`config.mk`:
```
export PLATFORM = sky130hd
export DESIGN_NAME = tau_meas_seq
export DESIGN_NICKNAME = d
export VERILOG_FILES = /design/src/rtl/tau_meas_pkg.sv /design/src/rtl/tau_phase_timer.sv /design/src/rtl/tau_pulse_quant.sv /design/src/rtl/tau_sat_counter.sv /design/src/rtl/tau_meas_seq.sv
export SDC_FILE = /design/constraint.sdc
export NUM_CORES = 1
export LEC_CHECK = 0
export BUFFER_PORTS_ARGS = -buffer_cell sky130_fd_sc_hd__buf_4
export CAP_MARGIN = 20
export CORE_MARGIN = 3
export CORE_UTILIZATION = 40
export CTS_CLUSTER_DIAMETER = 100
export DETAILED_ROUTE_END_ITERATION = 8
export GPL_TIMING_DRIVEN = 0
export PLACE_DENSITY_LB_ADDON = 0.3
export SYNTH_ARGS = -nofsm -noshare
export SYNTH_HDL_FRONTEND = slang
export SYNTH_SLANG_ARGS = --single-unit
```
`constraint.sdc`:
```
create_clock -name clk -period 6.03 [get_ports clk]
set_input_delay 0.603 -clock clk [delete_from_list [all_inputs] [get_ports clk]]
set_output_delay 0.603 -clock clk [all_outputs]
set_load 0.03 [all_outputs]
```
`src/rtl/tau_meas_pkg.sv`:
```
package tau_meas_pkg;
   typedef enum logic [2:0] {
      ST_IDLE,
      ST_RST,
      ST_CHG,
      ST_SETTLE,
      ST_TRIG,
      ST_MEAS,
      ST_DSC,
      ST_DONE
   } seq_state_e;
endpackage

```
`src/rtl/tau_phase_timer.sv`:
```
module tau_phase_timer #(
   parameter int LEN_W = 11
) (
   input  logic             clk,
   input  logic             rst_n,
   input  logic             restart,
   input  logic [LEN_W-1:0] len,
   output logic             fin
);
   logic [LEN_W-1:0] cnt_q;

   always_ff @(posedge clk or negedge rst_n) begin
      if (!rst_n)       cnt_q <= '0;
      else if (restart) cnt_q <= '0;
      else              cnt_q <= cnt_q + 1'b1;
   end

   // len is never zero: the caller clamps it to at least one
   assign fin = (cnt_q == len - 1'b1);
endmodule

```
`src/rtl/tau_pulse_quant.sv`:
```
module tau_pulse_quant #(
   parameter int CODE_W = 8
) (
   input  logic              clk,
   input  logic              rst_n,
   input  logic              clear,
   input  logic              measure,
   input  logic              pulse_in,
   output logic [CODE_W-1:0] code,
   output logic              fin
);
   localparam logic [CODE_W-1:0] CODE_MAX = '1;

   logic seen_q;

   always_ff @(posedge clk or negedge rst_n) begin
      if (!rst_n) begin
         code   <= '0;
         seen_q <= 1'b0;
      end else if (clear) begin
         code   <= '0;
         seen_q <= 1'b0;
      end else if (measure && pulse_in) begin
         seen_q <= 1'b1;
         if (code != CODE_MAX) code <= code + 1'b1;
      end
   end

   assign fin = measure && seen_q && !pulse_in;
endmodule

```
`src/rtl/tau_sat_counter.sv`:
```
module tau_sat_counter #(
   parameter int W = 12
) (
   input  logic         clk,
   input  logic         rst_n,
   input  logic         clr,
   input  logic         inc,
   output logic [W-1:0] count,
   output logic         ovf
);
   localparam logic [W-1:0] MAX = '1;

   always_ff @(posedge clk or negedge rst_n) begin
      if (!rst_n) begin
         count <= '0;
         ovf   <= 1'b0;
      end else if (clr) begin
         count <= '0;
         ovf   <= 1'b0;
      end else if (inc) begin
         if (count == MAX) ovf <= 1'b1;
         else              count <= count + 1'b1;
      end
   end
endmodule

```
`src/rtl/tau_meas_seq.sv`:
```
module tau_meas_seq
   import tau_meas_pkg::*;
#(
   parameter int CNT_W      = 10,
   parameter int CODE_W     = 8,
   parameter int NDC_W      = 12,
   parameter int DEF_SETTLE = 16
) (
   input  logic             clk,
   input  logic             rst_n,
   input  logic             start,
   input  logic [CNT_W-1:0] rst_cyc,
   input  logic [CNT_W-1:0] chg_cyc,
   input  logic [CNT_W-1:0] settle_cyc,
   input  logic             conv_en,
   output logic             sw_reset,
   output logic             sw_charge,
   output logic             sw_discharge,
   output logic             conv_trig,
   output logic             busy,
   output logic             done,
   output logic [NDC_W-1:0] ndc,
   output logic             ndc_ovf
);
   localparam int LEN_W = CNT_W + 1;
   localparam logic [LEN_W-1:0] DEF_LEN = LEN_W'(DEF_SETTLE);

   generate
      if (CNT_W < 2)  begin : g_bad_cnt  $error("CNT_W must be at least 2");  end
      if (CODE_W < 2) begin : g_bad_code $error("CODE_W must be at least 2"); end
      if (NDC_W < 2)  begin : g_bad_ndc  $error("NDC_W must be at least 2");  end
      if (DEF_SETTLE < 1 || DEF_SETTLE >= (1 << CNT_W)) begin : g_bad_set
         $error("DEF_SETTLE must fit in CNT_W and be nonzero");
      end
   endgenerate

   function automatic logic [LEN_W-1:0] at_least_one(input logic [CNT_W-1:0] v);
      return (v == '0) ? LEN_W'(1) : LEN_W'(v);
   endfunction

   seq_state_e        st_q, st_d;
   logic [LEN_W-1:0]  rst_len_q, chg_len_q, set_len_q, t_len;
   logic [CODE_W-1:0] ref_q, code;
   logic              second_q, skip_q;
   logic              t_fin, q_fin, accept;

   assign accept = (st_q == ST_IDLE) && start;

   always_comb begin
      st_d = st_q;
      unique case (st_q)
         ST_IDLE:   if (start) st_d = ST_RST;
         ST_RST:    if (t_fin) st_d = ST_CHG;
         ST_CHG:    if (t_fin) st_d = ST_SETTLE;
         ST_SETTLE: if (t_fin) st_d = ST_TRIG;
         ST_TRIG:   st_d = ST_MEAS;
         ST_MEAS:
            if (q_fin) begin
               if (!skip_q)          st_d = ST_RST;
               else if (code < ref_q) st_d = ST_DSC;
               else                  st_d = ST_DONE;
            end
         ST_DSC:    st_d = ST_SETTLE;
         ST_DONE:   st_d = ST_IDLE;
         default:   st_d = ST_IDLE;
      endcase
   end

   always_comb begin
      unique case (st_q)
         ST_RST:    t_len = rst_len_q;
         ST_CHG:    t_len = second_q ? (chg_len_q << 1) : chg_len_q;
         ST_SETTLE: t_len = set_len_q;
         default:   t_len = LEN_W'(1);
      endcase
   end

   always_ff @(posedge clk or negedge rst_n) begin
      if (!rst_n) begin
         st_q      <= ST_IDLE;
         rst_len_q <= LEN_W'(1);
         chg_len_q <= LEN_W'(1);
         set_len_q <= DEF_LEN;
         ref_q     <= '0;
         second_q  <= 1'b0;
         skip_q    <= 1'b0;
      end else begin
         st_q <= st_d;
         if (accept) begin
            rst_len_q <= at_least_one(rst_cyc);
            chg_len_q <= at_least_one(chg_cyc);
            set_len_q <= (settle_cyc == '0) ? DEF_LEN : LEN_W'(settle_cyc);
            second_q  <= 1'b0;
            skip_q    <= 1'b0;
         end
         if (st_q == ST_MEAS && q_fin && !skip_q) begin
            ref_q    <= code;
            second_q <= 1'b1;
         end
         if (st_q == ST_CHG && t_fin && second_q) skip_q <= 1'b1;
      end
   end

   tau_phase_timer #(.LEN_W(LEN_W)) u_timer (
      .clk     (clk),
      .rst_n   (rst_n),
      .restart (st_d != st_q),
      .len     (t_len),
      .fin     (t_fin)
   );

   tau_pulse_quant #(.CODE_W(CODE_W)) u_quant (
      .clk      (clk),
      .rst_n    (rst_n),
      .clear    (st_q == ST_TRIG),
      .measure  (st_q == ST_MEAS),
      .pulse_in (conv_en),
      .code     (code),
      .fin      (q_fin)
   );

   tau_sat_counter #(.W(NDC_W)) u_ndc (
      .clk   (clk),
      .rst_n (rst_n),
      .clr   (accept),
      .inc   (st_q == ST_DSC),
      .count (ndc),
      .ovf   (ndc_ovf)
   );

   assign sw_reset     = (st_q == ST_RST);
   assign sw_charge    = (st_q == ST_CHG);
   assign sw_discharge = (st_q == ST_DSC);
   assign conv_trig    = (st_q == ST_TRIG);
   assign busy         = (st_q != ST_IDLE) && (st_q != ST_DONE);
   assign done         = (st_q == ST_DONE);
endmodule

```
Word-level counts from Yosys, hierarchy flattened

Index checks and enable logic that the tools add are counted.

Bits in registers: 79
Latch bits: 0
RAM bits: 0
Memory bits (read-only): 0
Bits of input ports: 34
Output and inout port bits: 19
Word-level logic and storage cells: 83
Memories kept: 0

Add/sub/neg operators: 4
$mul: 0
Divide/modulo/power cells: 0
Order comparisons: 1
Eq/ne operators: 13
Shift-type cells: 0
Multiplexer cells: 28
Bitwise operators: 0
Reductions and logical operators: 25

Operators with widths:

| operator              | count |
|---|---|
| $mux 12               | 3 |
| $pmux 11 s3           | 1 |
| $logic_not 10->1      | 3 |
| $mux 10               | 3 |
| $mux 8                | 3 |
| $pmux 3 s8            | 1 |
| $mux 11               | 2 |
| $mux 3                | 6 |
| $add 12x1->12 const B | 1 |
| $eq 12x12->1 const B  | 1 |
| $eq 3x3->1 const B    | 4 |
| $reduce_bool 2->1     | 6 |
| $add 11x1->11 const B | 1 |
| $eq 11x11->1          | 1 |
| $sub 11x1->11 const B | 1 |
| $logic_and 1x1->1     | 9 |
| $mux 1                | 9 |
| $add 8x1->8 const B   | 1 |
| $lt 8x8->1            | 1 |
| $ne 8x8->1 const B    | 1 |
| $eq 3x2->1 const B    | 2 |
| $reduce_and 2->1      | 3 |
| $eq 3x1->1 const B    | 1 |
| $logic_not 3->1       | 1 |
| 5 further kinds       | 6 |

Depth between registers and ports, before layout

Gate-level depths: netlist (run 1).

Word-level depth: 8
Gate-level depth with buffers: 12
Depth with buffers taken out: 11

Cells and area by module

From an unflattened synthesis (run 1), not the netlist that was laid out.

Cells, all modules: 456
Area, all modules: 4434.3 µm²

Modules (own cells, without submodules):

| module          | instances | cells each | area each (µm²) | seq. area each (µm²) |
|---|---|---|---|---|
| tau_meas_seq    | 1         | 234        | 2376.0          | 1079.8 |
| tau_phase_timer | 1         | 104        | 882.1           | 275.3 |
| tau_sat_counter | 1         | 71         | 696.9           | 325.3 |
| tau_pulse_quant | 1         | 47         | 479.2           | 225.2 |

Worst setup path before layout (run 1)

Ideal clock, no wire load.

Path kind: flip-flop to flip-flop
Start point: reg st_q[0]
End point: reg st_q[1]
Setup time: 0.128 ns
Data arrival time: 2.761 ns
Data required time: 5.902 ns
Path slack: 3.141 ns
Cell stages (with the launch flop): 12
Path buffers: 1
Clock period less this slack: 2.889 ns
Cells stage by stage: dfrtp_1 buf_2 and2_1 o32a_1 inv_1 ha_1 o221ai_2 nor4_1 a31oi_1 a211o_1 nor3_4 mux2_1

Longest elaborated chain between the ends: 6
Elaborated cells on any way between the ends: 18
Classes of those cells: add/sub (1); eq/ne (8); mux (6); reduce/logical (3)

Ends and longest elaborated chain:

| what                                            | RTL line                                                   | text |
|---|---|---|
| from (decl)                                     | tau_meas_seq.sv:41                                         | `seq_state_e st_q, st_d;` |
| from (signal assigned)                          | tau_meas_seq.sv:88                                         | `st_q <= st_d;` |
| $eq 3x2->1 / $eq 3x1->1 (equally long branches) | tau_meas_seq.sv:51, tau_meas_seq.sv:70                     |  |
| $pmux 11 s3                                     | tau_meas_seq.sv:70                                         | `unique case (st_q)` |
| $sub 11x1->11                                   | tau_phase_timer.sv:19                                      | `assign fin = (cnt_q == len - 1'b1);` |
| $eq 11x11->1                                    | tau_phase_timer.sv:19                                      |  |
| $mux 3, on equally long branches                | tau_meas_seq.sv:55, tau_meas_seq.sv:53, tau_meas_seq.sv:54 |  |
| $pmux 3 s8 (*)                                  | tau_meas_seq.sv:51                                         | `unique case (st_q)` |
| net st_d[1]                                     | tau_meas_seq.sv:41                                         |  |

Mark *: on every way through the listed nets, which the timed path passes. The rest lies on a longest branch.
A chain may end at the register's enable or synchronous reset.

Worst setup path after layout (run 1)

Start point: reg st_q[0]
End point: reg u_timer.cnt_q[10]

Longest elaborated chain between the ends: 8
Elaborated cells on any way between the ends: 21
Classes of those cells: add/sub (1); eq/ne (9); mux (8); reduce/logical (3)

Ends and longest elaborated chain:

| what                                            | RTL line                                                   | text |
|---|---|---|
| $eq 3x2->1 / $eq 3x1->1 (equally long branches) | tau_meas_seq.sv:51, tau_meas_seq.sv:70                     |  |
| $pmux 11 s3                                     | tau_meas_seq.sv:70                                         |  |
| $sub 11x1->11                                   | tau_phase_timer.sv:19                                      |  |
| $eq 11x11->1                                    | tau_phase_timer.sv:19                                      |  |
| $mux 3, on equally long branches                | tau_meas_seq.sv:55, tau_meas_seq.sv:53, tau_meas_seq.sv:54 |  |
| $pmux 3 s8                                      | tau_meas_seq.sv:51                                         |  |
| $ne 3x3->1 (*)                                  | tau_meas_seq.sv:107                                        | `.restart (st_d != st_q),` |
| $mux 11 (*)                                     | tau_phase_timer.sv:14                                      | `else if (restart) cnt_q <= '0;` |
| to (signal assigned)                            | tau_phase_timer.sv:15                                      | `else cnt_q <= cnt_q + 1'b1;` |
| to (decl)                                       | tau_phase_timer.sv:10                                      | `logic [LEN_W-1:0] cnt_q;` |

Every way passes the cells marked *; elsewhere a longest branch is shown, timed or not.

==> flow_metrics.py, run 1 <==
metrics = {
    "yosys": {
        "post-synth-top-area-cell": "dfrtp_1",
        "synth-seq-cells": 76,
        "avgSynthCellArea_um2": 10.07,
        "synth-main-ff-cell": "dfrtp_1",
        "async_reset_ff_share_pct": 100.0,
        "synth_area_leaders": "dfrtp_1 42%, mux2_2 8.8%, mux2i_1 4.9%",
        "synth-edff-count": 0,
        "synth_common_cells": "73 x dfrtp_1, 49 x nor2_1, 34 x mux2_2",
        "synth_cell_type_count": 54,
        "syn-cell-area_mm2": 0.004332,
        "synth_cells": 430,
        "seq_area_frac_synth_pct": 43.99,
        "synth_fp_nets": 475,
        "synthDominantCellAreaShare_pct": 42.17,
        "yosysWarnings": 0,
        "synth_most_common_cell": "dfrtp_1",
    },
    "worst_setup_path": {
        "crit_type": "reg -> reg",
        "cp-startpoint": "st_q[0]$_DFF_PN0_",
        "r2r_start": "st_q[0]$_DFF_PN0_",
        "worst-endpoint-arrival_ps": 3580,
        "rr_worst_depth": 11,
        "critical_path_required_ps": 6240,
        "start_kind": "register",
        "crit_path_end_kind": "register",
        "critical_path_peak_fanout": 10,
    },
    "pwr": {
        "leakage_uw": 0.002283,
        "pwr_density_cell_mw_per_mm2": 455.7,
        "vdd_drop_max_uv": 181.0,
        "total_power_uw": 2306,
    },
    "finish": {
        "regArea_mm2": 0.001906,
        "nets": 538,
        "multi_input_area_mm2": 0.002257,
        "fillers": 975,
        "drive_gt1_share_pct": 24.10,
        "instances_no_fill": 634,
        "syn2layout_area_growth_pct": 16.81,
        "n_antenna_cell": 0,
    },
    "route": {
        "drt-pass1-iter-count": 4,
        "drt_iter0_drc": 217,
        "via_count": 3383,
        "detail_route.wl_per_cell_um": 14.99,
        "drc": 0,
        "via_per_inst": 5.336,
        "drtAntennaViolNets": 0,
        "drt-total-wl_um": 9501,
    },
    "clock_network": {
        "cts_setup_buffers": 0,
        "cts-htree-levels": 3,
        "root_buffer": "clkbuf_8",
        "cts.sinks": 76,
        "cts_tree": "yes",
        "clkLatencyLatePin_ps": 350,
        "cts_buffer_depth": 2,
        "path_clk_slew_ps": 80,
        "hold_buffers": 0,
        "cts_resized": 0,
        "cts_made_buffers": 9,
    },
    "sta": {
        "fin_worst_skew_ps": 9.390,
        "relSlewSlack_pct": 35.41,
        "rsz0062_at_grt": "false",
        "fin_crit_ps": 3368,
        "finalMaxSlewViolations": 0,
        "min_period_over_period_pct": 55.86,
        "tightestPinTransition_ps": 968.8,
        "setup_tns_ps": 0,
        "hold_viol": 0,
        "fmax_mhz": 296.9,
        "setup_viol": 0,
        "fin_hold_ws_ps": 365.9,
    },
    "global_route": {
        "grt_start_max_net_pins": 77,
        "grt_overflow": 0,
        "track_usage_pct": 16.96,
        "grt_pass1_vias": 3315,
        "antenna_found_initial": 0,
        "grt_pass1_wl_um": 16010,
    },
    "die": {
        "core_mm2": 0.01042,
        "die-area_mm2": 0.01211,
        "num_rows": 37,
        "die_h_um": 110.1,
        "initial_core_util_pct": 41.59,
        "pin_count": 53,
        "die-width_um": 110.1,
    },
    "place": {
        "dp.cells": 618,
        "port_buffers": 52,
        "hpwlAfterDp_um": 7043,
        "gp_congestion": 0.8193,
    },
    "status": {
        "status": "finished clean",
    },
    "hold_path": {
        "min_path_type": "in -> async",
    },
    "job": {
        "maxCapViolations": 0,
    },
}
-- worst max-delay path, cell delays in order (launching register included) --
cell and delay (ps):
dfrtp_1 430, buf_2 200, and2_1 150, o32a_1 340
inv_1 110, ha_1 220, o221ai_2 160, nor4_1 450
a31oi_1 150, a211o_1 340, nor4_4 540, nor3_1 130
-- cells by family (layout without fill, tap and decap cells) --
| kind of cell | after synthesis | count (layout) | synth area share, % |
|---|---|---|---|
| adder cells (fa/ha/maj) | 11 | 11 | 3.177 |
| multiplexers | 56 | 56 | 13.95 |
| flip-flops | 76 | 76 | 43.99 |
| buffers and inverters | 37 | 105 | 3.899 |
| XOR/XNOR | 37 | 37 | 7.481 |
| AND/OR/NAND/NOR | 154 | 154 | 18.40 |
| AO/OA/AOI/OAI | 59 | 59 | 9.099 |
-- cell usage in the layout (no fill, tap or decap), types with 6 or more instances in the layout --
cell type and count:
dfrtp_1 73, buf_4 55, nor2_1 49, mux2_2 34, mux2i_1 21, inv_1 20, nand2_1 19, xor2_1 19
nor3_1 19, xnor2_1 18, nand3_1 16, a21oi_1 15, ha_1 11, o21ai_0 10, nand2b_1 9, clkbuf_8 9
or3_1 8, o22ai_1 7, clkbuf_1 7, nand4_1 6
-- registers in the layout, indices dropped and copies added (netlist names) --
register	count
u_quant.seen_q	1
skip_q	1
st_q	3
second_q	1
set_len_q	10
u_ndc.count	12
u_ndc.ovf	1
chg_len_q	10
ref_q	8
u_quant.code	8
u_timer.cnt_q	11
rst_len_q	10
-- worst paths after layout --
check                                              endpoint  slack [ps]
min in group clk                 u_quant.seen_q$_DFFE_PN0P_         470
max in group asynchronous          chg_len_q[4]$_DFFE_PN0P_        5000
worst max register to register  u_timer.cnt_q[10]$_DFF_PN0_        2660
worst min-delay path             u_timer.cnt_q[9]$_DFF_PN0_         370
worst min register to register        u_ndc.ovf$_DFFE_PN0P_         500
worst max-delay path            u_timer.cnt_q[10]$_DFF_PN0_        2660
-- report_power, final --
group | internal [uW] | leakage (uW) | switching [uW]
Clock | 149 | 0.0000864 | 196
Sequential | 685 | 0.000967 | 139
Combinational | 512 | 0.00123 | 624
Total | 1350 | 0.00228 | 960
-- area by class of cell --
class / instances / area share, %
timing repair buffer: 52 / 7.715
clock buffer: 10 / 2.522
inverter: 20 / 1.484
clock inverter: 6 / 0.7913
tap: 136 / 3.363
multi-input combinational: 317 / 44.61
buffer: 17 / 1.855
sequential: 76 / 37.66
-- through the flow --
stage	utilization, %	cell area, um2	worst slack, ps
after floorplan	-	4332	3142
after global placement	46.97	4892	2651
after global routing	48.58	5060	2291
after detailed placement	46.97	4892	2667
after CTS	48.58	5060	2626
final	48.58	5060	2662
-- layer usage --
metal,part of all wire [%],track usage (%),wire length [um],vias up
li1,-,-,-,1646
met1,48,23.65,4586,1669
met2,47,26.56,4488,59
met3,3.3,3.436,318,9
met4,1.1,5.254,107,0
met5,0,0,0,-
Note: power is estimated with default switching activity, not from simulation.
==> run 2: changes to the inputs <==
==> constraint.sdc (replaced) <==
create_clock -name clk -period 3.5 [get_ports clk]
set_input_delay 0.35 -clock clk [delete_from_list [all_inputs] [get_ports clk]]
set_output_delay 0.35 -clock clk [all_outputs]
set_load 0.03 [all_outputs]
==> flow_metrics.py, run 2 (synthesis results as in run 1) <==
metrics = {
    "route": {
        "drt_iter0_drc": 205,
        "drtAntennaViolNets": 0,
        "via_count": 3366,
        "drt-total-wl_um": 9557,
        "detail_route.wl_per_cell_um": 15.05,
        "via_per_inst": 5.301,
        "drt-pass1-iter-count": 6,
        "drc": 0,
    },
    "worst_setup_path": {
        "worst-endpoint-arrival_ps": 3480,
        "critical_path_peak_fanout": 10,
        "crit_type": "reg -> reg",
        "start_kind": "register",
        "r2r_start": "st_q[0]$_DFF_PN0_",
        "rr_worst_depth": 11,
        "critical_path_required_ps": 3730,
        "cp-startpoint": "st_q[0]$_DFF_PN0_",
        "reg2reg_slack_ps": 260,
        "crit_path_end_kind": "register",
    },
    "place": {
        "hpwlAfterDp_um": 7043,
        "gp_congestion": 0.8193,
        "port_buffers": 52,
        "post-place-ws_ps": 136.5,
    },
    "clock_network": {
        "cts_tree": "yes",
        "clkLatencyLatePin_ps": 350,
        "cts_made_buffers": 9,
        "cts.sinks": 76,
        "root_buffer": "clkbuf_8",
        "cts-htree-levels": 3,
        "cts_buffer_depth": 2,
        "path_clk_slew_ps": 80,
    },
    "sta": {
        "min_period_over_period_pct": 92.69,
        "setup_tns_ps": 0,
        "relSlewSlack_pct": 35.80,
        "rsz0062_at_grt": "false",
        "tightestPinTransition_ps": 963.0,
        "fin_crit_ps": 3244,
        "fmax_mhz": 308.2,
        "fin_worst_skew_ps": 10.99,
        "finalMaxSlewViolations": 0,
        "setup_viol": 0,
        "finalWorstSetupSlack_ps": 255.8,
        "hold_viol": 0,
    },
    "global_route": {
        "grt.met2_usage_pct": 26.56,
        "track_usage_pct": 16.96,
        "use_met3_pct": 3.436,
        "grt_overflow": 0,
        "grt_pass1_vias": 3315,
        "antenna_found_initial": 0,
        "grt_pass1_wl_um": 16010,
        "grt_start_max_net_pins": 77,
        "grt_use_met1_pct": 23.65,
        "grt_most_used_layer": "met2",
    },
    "finish": {
        "top_register": "u_ndc.count",
        "fillers": 974,
        "largest_reg_flops": 12,
        "multi_input_area_mm2": 0.002263,
        "mostFrequentLayoutCells": "73 x dfrtp_1, 56 x buf_4, 49 x nor2_1",
        "nets": 539,
        "drive_gt1_share_pct": 24.45,
        "fin_util_pct": 48.71,
        "layout_commonest_cell": "dfrtp_1",
        "regArea_mm2": 0.001906,
        "reg.largest.list": "u_ndc.count (12), u_timer.cnt_q (11)",
        "syn2layout_area_growth_pct": 17.13,
        "n_antenna_cell": 0,
    },
    "die": {
        "die_h_um": 110.1,
        "core_mm2": 0.01042,
        "num_rows": 37,
        "die-area_mm2": 0.01211,
        "initial_core_util_pct": 41.59,
        "die-width_um": 110.1,
        "pin_count": 53,
    },
    "pwr": {
        "leakage_uw": 0.002289,
        "pwr_density_cell_mw_per_mm2": 785.4,
        "total_power_uw": 3985,
        "vdd_drop_max_uv": 311.4,
    },
    "job": {
        "maxCapViolations": 0,
    },
    "status": {
        "status": "finished clean",
    },
    "hold_path": {
        "min_path_type": "in -> async",
    },
}
[run 2: cell types whose count changed in the layout (fill, tap and decap cells not counted), sizes merged]
cell / previous run / this run
buf: 63 / 64
[run 2: cell type report]
class | count | share of cell area, %
flip-flops and latches | 76 | 37.56
multi-input cells | 317 | 44.61
plain buffers | 17 | 1.850
clock inverters | 6 | 0.7891
repair buffers | 53 | 7.842
well taps | 136 | 3.354
inverters | 20 | 1.480
clock buffers | 10 | 2.515
[run 2: what timing repair did]
item	CTS	global route
gates resized for setup	0	1
buffers inserted	0	1
endpoints found under the setup margin	0	11
hold buffers	0	0
[run 2: metrics by stage]
step	hold WS (ps)	instance area (um2)	std cells
6_report	137.7	5074	635
5_1_grt	213.0	5074	635
4_1_cts	182.0	5060	634
3_5_place_dp	491.1	4892	618
3_3_place_gp	480.3	4892	618
2_1_floorplan	54.41	4332	430
[run 2: worst paths after layout]
kind | endpoint
worst min-delay path | u_timer.cnt_q[9]$_DFF_PN0_
max in group asynchronous | u_quant.code[6]$_DFFE_PN0P_
worst max-delay path | st_q[1]$_DFF_PN0_
worst max register to register | st_q[1]$_DFF_PN0_
min in group clk | u_quant.seen_q$_DFFE_PN0P_
worst min register to register | u_ndc.ovf$_DFFE_PN0P_
[run 2: critical path: stages, from the launching register on]
cell and delay (ps):
dfrtp_1 430, buf_2 200, and2_1 150, o32a_1 340, inv_1 110, ha_1 220
o221ai_2 170, nor4_2 360, a31oi_1 140, a211o_1 340, nor3_4 320, mux2_1 350
[run 2: routing by layer]
metal	share of wire, %	wire (um)
met5	0	0
met4	1.1	107
met3	3.0	289
met2	47	4493
met1	49	4666
[run 2: power breakdown]
part | internal, uW | switching [uW] | leakage [uW]
Sequential | 1180 | 239 | 0.000967
Combinational | 885 | 1090 | 0.00124
Clock | 258 | 336 | 0.0000864
==> run 3: changes to the inputs <==
--- a/config.mk
+++ b/config.mk
@@ -7,6 +7,7 @@
 export LEC_CHECK = 0
 export BUFFER_PORTS_ARGS = -buffer_cell sky130_fd_sc_hd__buf_4
 export CAP_MARGIN = 20
+export CORE_ASPECT_RATIO = 0.7
 export CORE_MARGIN = 3
 export CORE_UTILIZATION = 40
 export CTS_CLUSTER_DIAMETER = 100
==> flow_metrics.py, run 3 (synthesis results as in run 1) <==
metrics = {
    "die": {
        "initial_core_util_pct": 41.52,
        "die-width_um": 130.4,
        "die_h_um": 93.07,
        "die-area_mm2": 0.01213,
        "pin_count": 53,
        "core_mm2": 0.01043,
        "num_rows": 31,
    },
    "worst_setup_path": {
        "rr_worst_depth": 11,
        "crit_chain": "buf_2, and2_1, o32a_1, inv_1, ha_1, o221ai_2, xnor2_1, or3_1, a211o_1, nor3_4, mux2_1",
        "critical_path_peak_fanout": 10,
        "crit_path_top_delay_cell": "dfrtp_1",
        "crit_type": "reg -> reg",
        "path_depth": 11,
        "start_kind": "register",
        "path_buf_inv": 2,
        "critical_path_required_ps": 3710,
        "critical-path-top-delay-family": "compound AO/OA/AOI/OAI gates",
        "worst-endpoint-arrival_ps": 3460,
        "crit_path_end_kind": "register",
        "slowest_delay_ps": 410,
    },
    "sta": {
        "setup_viol": 0,
        "hold_viol": 0,
        "fin_worst_skew_ps": 5.887,
        "setup_tns_ps": 0,
        "rsz0062_at_grt": "false",
        "min_period_over_period_pct": 92.72,
        "fmax_mhz": 308.1,
        "finalMaxSlewViolations": 0,
        "relSlewSlack_pct": 37.92,
        "tightestPinTransition_ps": 931.2,
        "fin_crit_ps": 3245,
    },
    "route": {
        "drt-pass1-iter-count": 4,
        "via_per_inst": 5.289,
        "detail_route.wl_per_cell_um": 15.43,
        "drc": 0,
        "drt-total-wl_um": 9723,
        "drtAntennaViolNets": 0,
        "drt_iter0_drc": 155,
        "via_count": 3332,
    },
    "global_route": {
        "grt_overflow": 0,
        "antenna_found_initial": 0,
        "grt_pass1_wl_um": 16240,
        "track_usage_pct": 16.83,
        "grt_start_max_net_pins": 77,
        "grt_pass1_vias": 3238,
    },
    "pwr": {
        "pwr_density_cell_mw_per_mm2": 846.2,
        "leakage_uw": 0.002358,
        "vdd_drop_max_uv": 423.9,
    },
    "finish": {
        "mostFrequentLayoutCells": "73 x dfrtp_1, 55 x buf_4, 49 x nor2_1",
        "fin_util_pct": 50.11,
        "final_area_mm2": 0.005229,
        "reg.largest.list": "u_ndc.count (12), u_timer.cnt_q (11)",
        "fillers": 953,
        "top_register": "u_ndc.count",
        "drive_gt1_share_pct": 24.50,
        "n_antenna_cell": 0,
        "syn2layout_area_growth_pct": 20.71,
        "layout_commonest_cell": "dfrtp_1",
        "nets": 538,
        "largest_reg_flops": 12,
    },
    "clock_network": {
        "cts_buffer_depth": 2,
        "cts_tree": "yes",
        "path_clk_slew_ps": 60,
        "root_buffer": "clkbuf_16",
        "clkLatencyLatePin_ps": 330,
        "cts_made_buffers": 9,
        "cts.sinks": 76,
        "cts-htree-levels": 3,
    },
    "place": {
        "place_area_mm2": 0.004887,
        "port_buffers": 52,
        "hpwlAfterDp_um": 7332,
        "gp_congestion": 0.7802,
    },
    "hold_path": {
        "min_path_type": "in -> async",
    },
    "job": {
        "maxCapViolations": 0,
    },
    "status": {
        "status": "finished clean",
    },
}
run 3: cell types whose count changed in the layout (fill, tap and decap cells not counted), moves of 2 or more:
| cell | delta |
|---|---|
| bufinv_16 | +2 |
| clkbuf_8 | -8 |
| clkinv_2 | -3 |
| clkbuf_16 | +9 |
run 3: area by class of cell:
| cell class | count | area (um2) | area share, % |
|---|---|---|---|
| timing repair buffer | 52 | 390.4 | 7.466 |
| sequential | 76 | 1906 | 36.44 |
| buffer | 17 | 93.84 | 1.795 |
| clock inverter | 6 | 96.34 | 1.843 |
| inverter | 20 | 75.07 | 1.436 |
| multi-input combinational | 317 | 2263 | 43.29 |
| tap | 132 | 165.2 | 3.159 |
| clock buffer | 10 | 239.0 | 4.570 |
run 3: where the power goes:
group          internal [uW]  switching (uW)
registers               1180             242
clock network            651             367
logic                    885            1100
total                   2720            1710
run 3: final timing paths:
| check | slack [ps] | start | end |
|---|---|---|---|
| max in group asynchronous | 2750 | rst_n | chg_len_q[9]$_DFFE_PN0P_ |
| max | 250 | st_q[0]$_DFF_PN0_ | st_q[1]$_DFF_PN0_ |
| min in group clk | 240 | conv_en | u_quant.seen_q$_DFFE_PN0P_ |
| min | 140 | rst_n | u_ndc.count[4]$_DFFE_PN0P_ |
| min reg2reg | 500 | ref_q[4]$_DFFE_PN0P_ | ref_q[4]$_DFFE_PN0P_ |
| max reg2reg | 250 | st_q[0]$_DFF_PN0_ | st_q[1]$_DFF_PN0_ |
run 3: metrics by stage:
stage	power (uW)	setup WS, ps	hold WS (ps)	std cells
2_1_floorplan	2914	611.5	54.41	430
3_3_place_gp	3333	129.6	479.2	614
3_5_place_dp	3399	156.1	493.7	614
4_1_cts	4445	118.5	191.0	630
5_1_grt	4744	68.67	228.4	630
6_report	4424	254.8	135.9	630
run 3: routing by layer:
layer,vias up,global-route usage [%],wire length [um]
met1,1601,25.37,4995
met3,2,4.281,465
met4,0,4.538,26
li1,1652,-,-
met5,-,0,0
met2,77,23.89,4236
run 3: what timing repair did:
action / in CTS / in global routing
hold buffers: 0 / 0
hold endpoints to repair: 0 / 0
setup endpoints to repair: 0 / 10
gates resized for setup: 0 / 1
setup buffers: 0 / 0
